### src/rtl/pcseq_pkg.sv
package pcseq_pkg;

    localparam int PC_W    = 12;
    localparam int OFS_W   = 8;
    localparam int PAGE_W  = PC_W - OFS_W;
    localparam int IMM_W   = 4;
    localparam int IDX_W   = 4;
    localparam int DEPTH   = 3;
    localparam int CMD_W   = 3;

    typedef logic [PC_W-1:0]  pc_t;
    typedef logic [OFS_W-1:0] ofs_t;
    typedef logic [IMM_W-1:0] imm_t;
    typedef logic [IDX_W-1:0] idx_t;

    typedef enum logic [CMD_W-1:0] {
        SQ_IDLE = 3'd0,
        SQ_STEP = 3'd1,
        SQ_CALL = 3'd2,
        SQ_RET  = 3'd3,
        SQ_JIN  = 3'd4,
        SQ_LOOP = 3'd5
    } sq_cmd_e;

    typedef struct packed {
        pc_t  nxt_pc;
        logic push;
        logic pop;
        pc_t  push_pc;
        logic acc_ld;
        imm_t acc_val;
        logic idx_wr;
        idx_t idx_val;
    } sq_ctrl_t;

    function automatic pc_t page_jump(input pc_t base, input ofs_t ofs);
        return {base[PC_W-1:OFS_W], ofs};
    endfunction

endpackage

### src/rtl/pcseq_stack.sv
module pcseq_stack
    import pcseq_pkg::*;
#(
    parameter int LEVELS = DEPTH
) (
    input  logic clk,
    input  logic rst,
    input  logic push,
    input  logic pop,
    input  pc_t  push_pc,
    output pc_t  top_pc
);

    pc_t ent [LEVELS];

    for (genvar g = 0; g < LEVELS; g++) begin : g_lvl
        if (g == 0) begin : g_first
            always_ff @(posedge clk) begin
                if (rst)       ent[g] <= '0;
                else if (push) ent[g] <= push_pc;
                else if (pop)  ent[g] <= ent[g+1];
            end
        end else if (g == LEVELS-1) begin : g_last
            // bottom keeps its value on pop so a drained stack repeats it
            always_ff @(posedge clk) begin
                if (rst)       ent[g] <= '0;
                else if (push) ent[g] <= ent[g-1];
            end
        end else begin : g_mid
            always_ff @(posedge clk) begin
                if (rst)       ent[g] <= '0;
                else if (push) ent[g] <= ent[g-1];
                else if (pop)  ent[g] <= ent[g+1];
            end
        end
    end

    assign top_pc = ent[0];


    push_top_chk: assert property (@(posedge clk) disable iff (rst)
        push |=> top_pc == $past(push_pc));


    pop_shift_chk: assert property (@(posedge clk) disable iff (rst)
        (pop && !push) |=> top_pc == $past(ent[1]));

endmodule

### src/rtl/pcseq_next.sv
module pcseq_next
    import pcseq_pkg::*;
(
    input  logic [CMD_W-1:0] cmd,
    input  pc_t              pc,
    input  pc_t              stack_top,
    input  ofs_t             operand,
    input  imm_t             imm,
    input  idx_t             idx,
    output sq_ctrl_t         ctrl
);

    pc_t  pc_one;
    pc_t  pc_two;
    idx_t idx_inc;
    logic idx_zero;

    assign pc_one   = pc + PC_W'(1);
    assign pc_two   = pc + PC_W'(2);
    assign idx_inc  = idx + IDX_W'(1);
    assign idx_zero = (idx_inc == '0);

    always_comb begin
        ctrl         = '0;
        ctrl.nxt_pc  = pc;
        ctrl.acc_val = imm;
        ctrl.idx_val = idx_inc;
        ctrl.push_pc = pc_two;
        case (sq_cmd_e'(cmd))
            SQ_STEP: ctrl.nxt_pc = pc_one;
            SQ_CALL: begin
                ctrl.nxt_pc = {imm, operand};
                ctrl.push   = 1'b1;
            end
            SQ_RET: begin
                ctrl.nxt_pc = stack_top;
                ctrl.pop    = 1'b1;
                ctrl.acc_ld = 1'b1;
            end
            SQ_JIN:  ctrl.nxt_pc = page_jump(pc_one, operand);
            SQ_LOOP: begin
                ctrl.idx_wr = 1'b1;
                ctrl.nxt_pc = idx_zero ? pc_two : page_jump(pc_two, operand);
            end
            default: ctrl.nxt_pc = pc;
        endcase
    end

endmodule

### src/rtl/pc_sequencer.sv
module pc_sequencer
    import pcseq_pkg::*;
(
    input  logic        clk,
    input  logic        rst,
    input  logic [2:0]  cmd_i,
    input  logic [7:0]  operand_i,
    input  logic [3:0]  imm_i,
    input  logic [3:0]  idx_i,
    output logic [11:0] pc_o,
    output logic [3:0]  idx_val_o,
    output logic        idx_wr_o,
    output logic [3:0]  acc_val_o,
    output logic        acc_ld_o
);

    pc_t      pc_q;
    pc_t      top_pc;
    sq_ctrl_t ctrl;

    pcseq_next u_next (
        .cmd       (cmd_i),
        .pc        (pc_q),
        .stack_top (top_pc),
        .operand   (operand_i),
        .imm       (imm_i),
        .idx       (idx_i),
        .ctrl      (ctrl)
    );

    pcseq_stack #(.LEVELS(DEPTH)) u_stack (
        .clk     (clk),
        .rst     (rst),
        .push    (ctrl.push),
        .pop     (ctrl.pop),
        .push_pc (ctrl.push_pc),
        .top_pc  (top_pc)
    );

    always_ff @(posedge clk) begin
        if (rst) begin
            pc_q      <= '0;
            acc_ld_o  <= 1'b0;
            acc_val_o <= '0;
            idx_wr_o  <= 1'b0;
            idx_val_o <= '0;
        end else begin
            pc_q      <= ctrl.nxt_pc;
            acc_ld_o  <= ctrl.acc_ld;
            acc_val_o <= ctrl.acc_val;
            idx_wr_o  <= ctrl.idx_wr;
            idx_val_o <= ctrl.idx_val;
        end
    end

    assign pc_o = pc_q;


    reset_clear_chk: assert property (@(posedge clk)
        rst |=> (pc_o == '0 && !acc_ld_o && !idx_wr_o));


    step_inc_chk: assert property (@(posedge clk) disable iff (rst)
        (cmd_i == 3'd1) |=> pc_o == PC_W'($past(pc_o) + PC_W'(1)));


    ret_acc_chk: assert property (@(posedge clk) disable iff (rst)
        (cmd_i == 3'd3) |=> (acc_ld_o && acc_val_o == $past(imm_i)));


    jin_low_chk: assert property (@(posedge clk) disable iff (rst)
        (cmd_i == 3'd4) |=> pc_o[OFS_W-1:0] == $past(operand_i));


    loop_wr_chk: assert property (@(posedge clk) disable iff (rst)
        (cmd_i == 3'd5) |=> (idx_wr_o && idx_val_o == IDX_W'($past(idx_i) + IDX_W'(1))));


    idle_hold_chk: assert property (@(posedge clk) disable iff (rst)
        (cmd_i == 3'd0) |=> ($stable(pc_o) && !acc_ld_o && !idx_wr_o));


    strobe_excl_chk: assert property (@(posedge clk) disable iff (rst)
        $onehot0({acc_ld_o, idx_wr_o}));

endmodule

### config.mk
export PLATFORM = sky130hd
export DESIGN_NAME = pc_sequencer
export DESIGN_NICKNAME = d
export VERILOG_FILES = /design/src/rtl/pcseq_pkg.sv /design/src/rtl/pcseq_stack.sv /design/src/rtl/pcseq_next.sv /design/src/rtl/pc_sequencer.sv
export SDC_FILE = /design/constraint.sdc
export NUM_CORES = 1
export LEC_CHECK = 0
export ABC_AREA = 1
export BUFFER_PORTS_ARGS = -buffer_cell sky130_fd_sc_hd__buf_2
export CAP_MARGIN = 15
export CORE_ASPECT_RATIO = 1.1
export CORE_MARGIN = 3
export CORE_UTILIZATION = 50
export DETAILED_ROUTE_END_ITERATION = 10
export PLACE_DENSITY = 0.81
export SLEW_MARGIN = 10
export SYNTH_ARGS = -nofsm -noshare
export SYNTH_HDL_FRONTEND = slang
export SYNTH_SLANG_ARGS = --single-unit
### constraint.sdc
create_clock -name clk -period 1.6 [get_ports clk]
set_input_delay 0.32 -clock clk [delete_from_list [all_inputs] [get_ports clk]]
set_output_delay 0.32 -clock clk [all_outputs]
set_load 0.005 [all_outputs]
Word level (Yosys, flattened, before mapping)
Memories as Yosys holds them, arrays and structs flattened.
Cells that the tools add are included.
Widths: inputs -> output; s select.
{"block": "totals", "n_memories": 1, "regBits": 22, "wordCells": 40, "out_inout_bits": 22, "mem_bits_rw": 36, "in_bits": 21}
{"block": "op_classes", "n_eq_ne": 5, "reduce_logical": 2, "bitwise_logic": 5, "muxes": 19, "add_sub_neg": 3}
{"name": "u_stack.ent", "depth": 3, "width": 12, "rd": 3, "rd_ports_with_merged_regs": 0, "write_ports": 3, "line_no": "pcseq_stack.sv:14", "rtl": "pc_t ent [LEVELS];"}
{"op": "$mux 12", "n": 5}
{"op": "$pmux 12 s5", "n": 1}
{"op": "$add 12x1->12 const B", "n": 1}
{"op": "$add 12x2->12 const B", "n": 1}
{"op": "$mux 1", "n": 12}
{"op": "$mux 8", "n": 1}
{"op": "$eq 3x2->1 const B", "n": 2}
{"op": "$eq 3x3->1 const B", "n": 2}
{"op": "$or 1x1->1", "n": 5}
{"op": "$reduce_bool 5->1", "n": 1}
{"op": "$add 4x1->4 const B", "n": 1}
{"op": "$logic_not 4->1", "n": 1}
{"op": "$eq 3x1->1 const B", "n": 1}

Longest topological paths before layout
{"block": "depth", "ltp_word": 7, "ltp_mapped": 12}

Cells and area by module
From an unflattened synthesis, not the netlist that was laid out.
{"block": "unflattened", "hier_cells": 479, "area_unflattened_um2": 3558.4}
{"module": "pcseq_stack", "cells_each": 147, "instances": 1, "seq_area_each_um2": 1081.0, "area_each_um2": 1601.5}
{"module": "pcseq_next", "cells_each": 264, "instances": 1, "seq_area_each_um2": 0.0, "area_each_um2": 1328.8}
{"module": "pc_sequencer", "cells_each": 68, "instances": 1, "seq_area_each_um2": 440.4, "area_each_um2": 628.1}

Worst setup path before layout
OpenSTA, ideal clock, no wires.
{"block": "synth_path", "path_type": "in2reg", "from": "input port rst", "to": "memory u_stack.ent[0][0] in the netlist's numbering, enable pin", "setup_ps": 425, "arrival_time_ps": 1161, "stages": 3, "required_ps": 1175, "slack_ps": 14, "path_buffers": 1, "path_cell_list": "inv_1 -> clkbuf_1 -> nand2_1"}
{"element": "start, declared", "line_no": "pc_sequencer.sv:5", "rtl": "input logic rst,"}
{"element": "end, declared", "line_no": "pcseq_stack.sv:14"}

Worst setup path after layout
{"block": "layout_path", "from": "register pc_q[1] (netlist: pc_o[1])", "to": "register pc_q[6] (netlist: pc_o[6])"}
{"block": "layout_between", "elab_chain_len": 3}
{"element": "start, declared", "line_no": "pc_sequencer.sv:17", "rtl": "pc_t pc_q;"}
{"element": "start signal, assigned", "line_no": "pc_sequencer.sv:48", "rtl": "pc_q <= ctrl.nxt_pc;"}
{"element": "$add 12x2->12", "line_no": "pcseq_next.sv:19", "rtl": "assign pc_two = pc + PC_W'(2);"}
{"element": "$mux 8", "line_no": "pcseq_next.sv:43", "rtl": "ctrl.nxt_pc = idx_zero ? pc_two : page_jump(pc_two, operand);"}
{"element": "$pmux 12 s5 (*)", "line_no": "pcseq_next.sv:29", "rtl": "case (sq_cmd_e'(cmd))"}
Every way passes the cells marked *; elsewhere a longest branch is shown, timed or not.
A chain may end at the register's enable or synchronous reset.

==> results_dict.tcl <==
set metrics [dict create \
    outcome "complete, no violations" \
    grt_pass1_vias 2693 \
    grt_overflow_total 0 \
    postRouteAntennaNets 0 \
    ir_worst_vdd_v 0.000651 \
    fmax_mhz 657 \
    synth_xor_area_share_pct 2.63 \
    clkPwrFrac_pct 34.2 \
    hpwl_mm 5.58 \
    pre_cts_ws_ps -65.1 \
    critPathRequiredTime_ps 1850 \
    cts_hold_buf 0 \
    synth_compound_area_share_pct 13.3 \
    finalSetupViolCount 0 \
    crit_arrival_ps 1770 \
    fin_nets 459 \
    final_hold_viol_count 0 \
    hold_end "acc_val_o[2]" \
    clock-root-buffer "clkbuf_8" \
    wl_mm 7.61 \
    reg2reg_from "pc_o[1]" \
    crit_type "flip-flop to flip-flop" \
    powerDensity_nw_per_um2 933 \
    vias 2774 \
    die_width_um 79.9 \
    start_util_pct 53.5 \
    synthFlopType "edfxtp_1" \
    synth.distinct_cells 32 \
    avgSynthCellArea_um2 8.24 \
    htreeDepth 3 \
    via_per_inst 5.40 \
    fp.coreArea_um2 5610 \
    rr_endpoint "pc_o[6]" \
    worstHoldPathCells 3 \
    seqPwrFrac_pct 50.7 \
    fin_crit_sh_pct 95.1 \
    cp_slowest_stage_delay_ps 400 \
    synth.top_cell.area_share_pct 36.0 \
    min_from "imm_i[2]" \
    syn-instance-count 364 \
    cts_tree "done" \
    cts_buffers 9 \
    muxShareOfSynthArea_pct 0 \
    firstDrtPassIters 5 \
    final_cell_mix "nand2_1, inv_1, nor2_1, buf_2, edfxtp_1" \
    synth-edff-count 36 \
    antenna_cells 0 \
    port_buffers 42 \
    drive_gt1_share_pct 25.7 \
    synth_top_family_by_area "simple AND/OR/NAND/NOR gates" \
    final_area_um2 3710 \
    postCtsSetupBuffers 0 \
    clock_sinks 58 \
    rsz0062_at_grt "false" \
    clockBufferDepth 2 \
    n_fill_cell 477 \
    rr_worst_depth 8 \
    io_pins 43 \
    synth_top_cell_by_area "edfxtp_1" \
    die_area_um2 6970 \
    slew_viol_final 0 \
    fin_crit_ps 1520 \
    crit_fanout 6 \
    syn_area_um2 3000 \
    rrSetupSlack_ps 80 \
    async_reset_ff_share_pct 0 \
    p_int_mw 2.49 \
    p_switching_mw 0.970 \
    end_kind "flip-flop" \
    p_sw_share_pct 28.0 \
    place_area_um2 3500 \
    grt_max_degree 25 \
    grt_usage_pct 24.2 \
    ys_seq_area_share_pct 50.7 \
    synth_area_leaders "edfxtp_1, dfxtp_1, nand2_1" \
    skew_ps 8.62 \
    slew_headroom_pct 77.3 \
    synth.ff_latch_count 58 \
    crit_slowest_cell "dfxtp_4" \
    yosys.area_share.simple_pct 22.1 \
    cp_cell_sequence "ha_1 -> nand3_1 -> nor2_2 -> xor2_1 -> o21ai_0 -> nand3_1 -> nand2_1 -> inv_1" \
    worst-path-buf-inv 1 \
    start_kind "flip-flop" \
    layout_commonest_cell "nand2_1" \
    syn-num-nets 389 \
    fp.dieH_um 87.2 \
    p_comb_share_pct 15.2 \
    yosysWarnings 0 \
    grt_pass1_wl_mm 12.8 \
    worst_slew_pin_slew_ps 340 \
    cp_top_family "simple AND/OR/NAND/NOR gates" \
    area_delta_synth_final_pct 23.6 \
    maxCapViolations 0 \
    setup_slack_ps 77.7 \
    drc 0 \
    drt_first_iter_violations 204 \
    gp_congestion 0.960 \
    insertion_delay_ps 340 \
    p_leak_nw 1.71 \
    hp-class "primary input to flip-flop" \
    antenna_found_initial 0 \
    yosys.area_share.adder_pct 1.67 \
    row_count 28 \
    detail_route.wl_per_cell_um 14.8 \
    crit_top_cell "nand3_1" \
    clk_pin_slew_ps 70 \
]
repair_timing:
item | CTS | global route
setup endpoints to repair | 4 | 9
resized for setup | 2 | 11
pin swaps | 0 | 1
hold endpoints to repair | 0 | 0
synthesized netlist by cell type, types with 5 or more instances:
library cell / number
o22ai_1: 6
o21ai_0: 31
nor2_1: 50
buf_2: 5
edfxtp_1: 36
nand3_1: 16
o21ai_1: 8
xor2_1: 7
nand4_1: 5
nand2_1: 65
a32o_1: 5
inv_1: 57
a21oi_1: 10
inv_2: 7
dfxtp_1: 22
worst reg2reg max path, delay by kind of cell, from the launching register on:
family | cells | cell delay (ps)
simple gates | 4 | 520
buf+inv | 1 | 30
flops | 1 | 400
xor+xnor | 1 | 110
fa+ha+maj | 1 | 200
compound gates | 1 | 180
power groups by stage:
stage	Clock, mW	Sequential (mW)	Combinational [mW]
after floorplan	0	1.78	0.277
after global placement	0	1.77	0.496
after detailed placement	0	1.78	0.508
after CTS	1.19	1.75	0.513
after global routing	1.27	1.76	0.588
final	1.18	1.75	0.525
routing by layer:
metal | GRT usage, % | share of wire [%] | vias up
met3 | 6.31 | 6.3 | 26
met1 | 30.1 | 42 | 1288
met5 | 0 | 0 | -
met4 | 10.9 | 2.9 | 0
met2 | 39.5 | 49 | 126
li1 | - | - | 1334
flip-flops by register name, summed over array words and instances, names as in the netlist:
register,cells
acc_ld_o,1
idx_val_o,4
acc_val_o,4
idx_wr_o,1
u_stack.ent,36
pc_o,12
cells by family (layout without fill, tap and decap cells):
logic type,after synthesis,in the layout
AND/OR/NAND/NOR,150,150
buffers and inverters,74,149
AO/OA/AOI/OAI,69,69
flip-flops,58,58
XOR/XNOR,9,9
adder cells (fa/ha/maj),4,4
layout make-up:
cell class,instances,area (um2),share of cell area [%]
inverter,64,240,6.48
tap,75,93.8,2.53
clock inverter,5,30.0,0.810
timing repair buffer,69,450,12.1
sequential,58,1530,41.2
multi-input combinational,232,1220,33.0
clock buffer,11,141,3.81
worst max path at each step:
stage	to	start	depth (start not counted)	slack [ps]
6_report	pc_o[6]	pc_o[1]	8	80
5_1_grt	u_stack.ent[0][11]	pc_o[1]	8	9
2_1_floorplan	u_stack.ent[0][0]	rst	3	10
4_1_cts	pc_o[5]	pc_o[2]	7	40
3_3_place_gp	pc_o[5]	idx_i[0]	10	-20
3_5_place_dp	pc_o[1]	idx_i[0]	12	-70
stage by stage:
step	setup TNS (ps)	utilization (%)	hold WS, ps	instances	power (mW)
after global routing	0	66.1	195	514	3.62
final	0	66.1	202	514	3.46
after floorplan	0	-	392	364	2.05
after detailed placement	-270	62.4	524	498	2.29
after CTS	0	65.5	191	514	3.45
after global placement	-24.2	62.4	509	498	2.27
(Power assumes the default switching activity.)
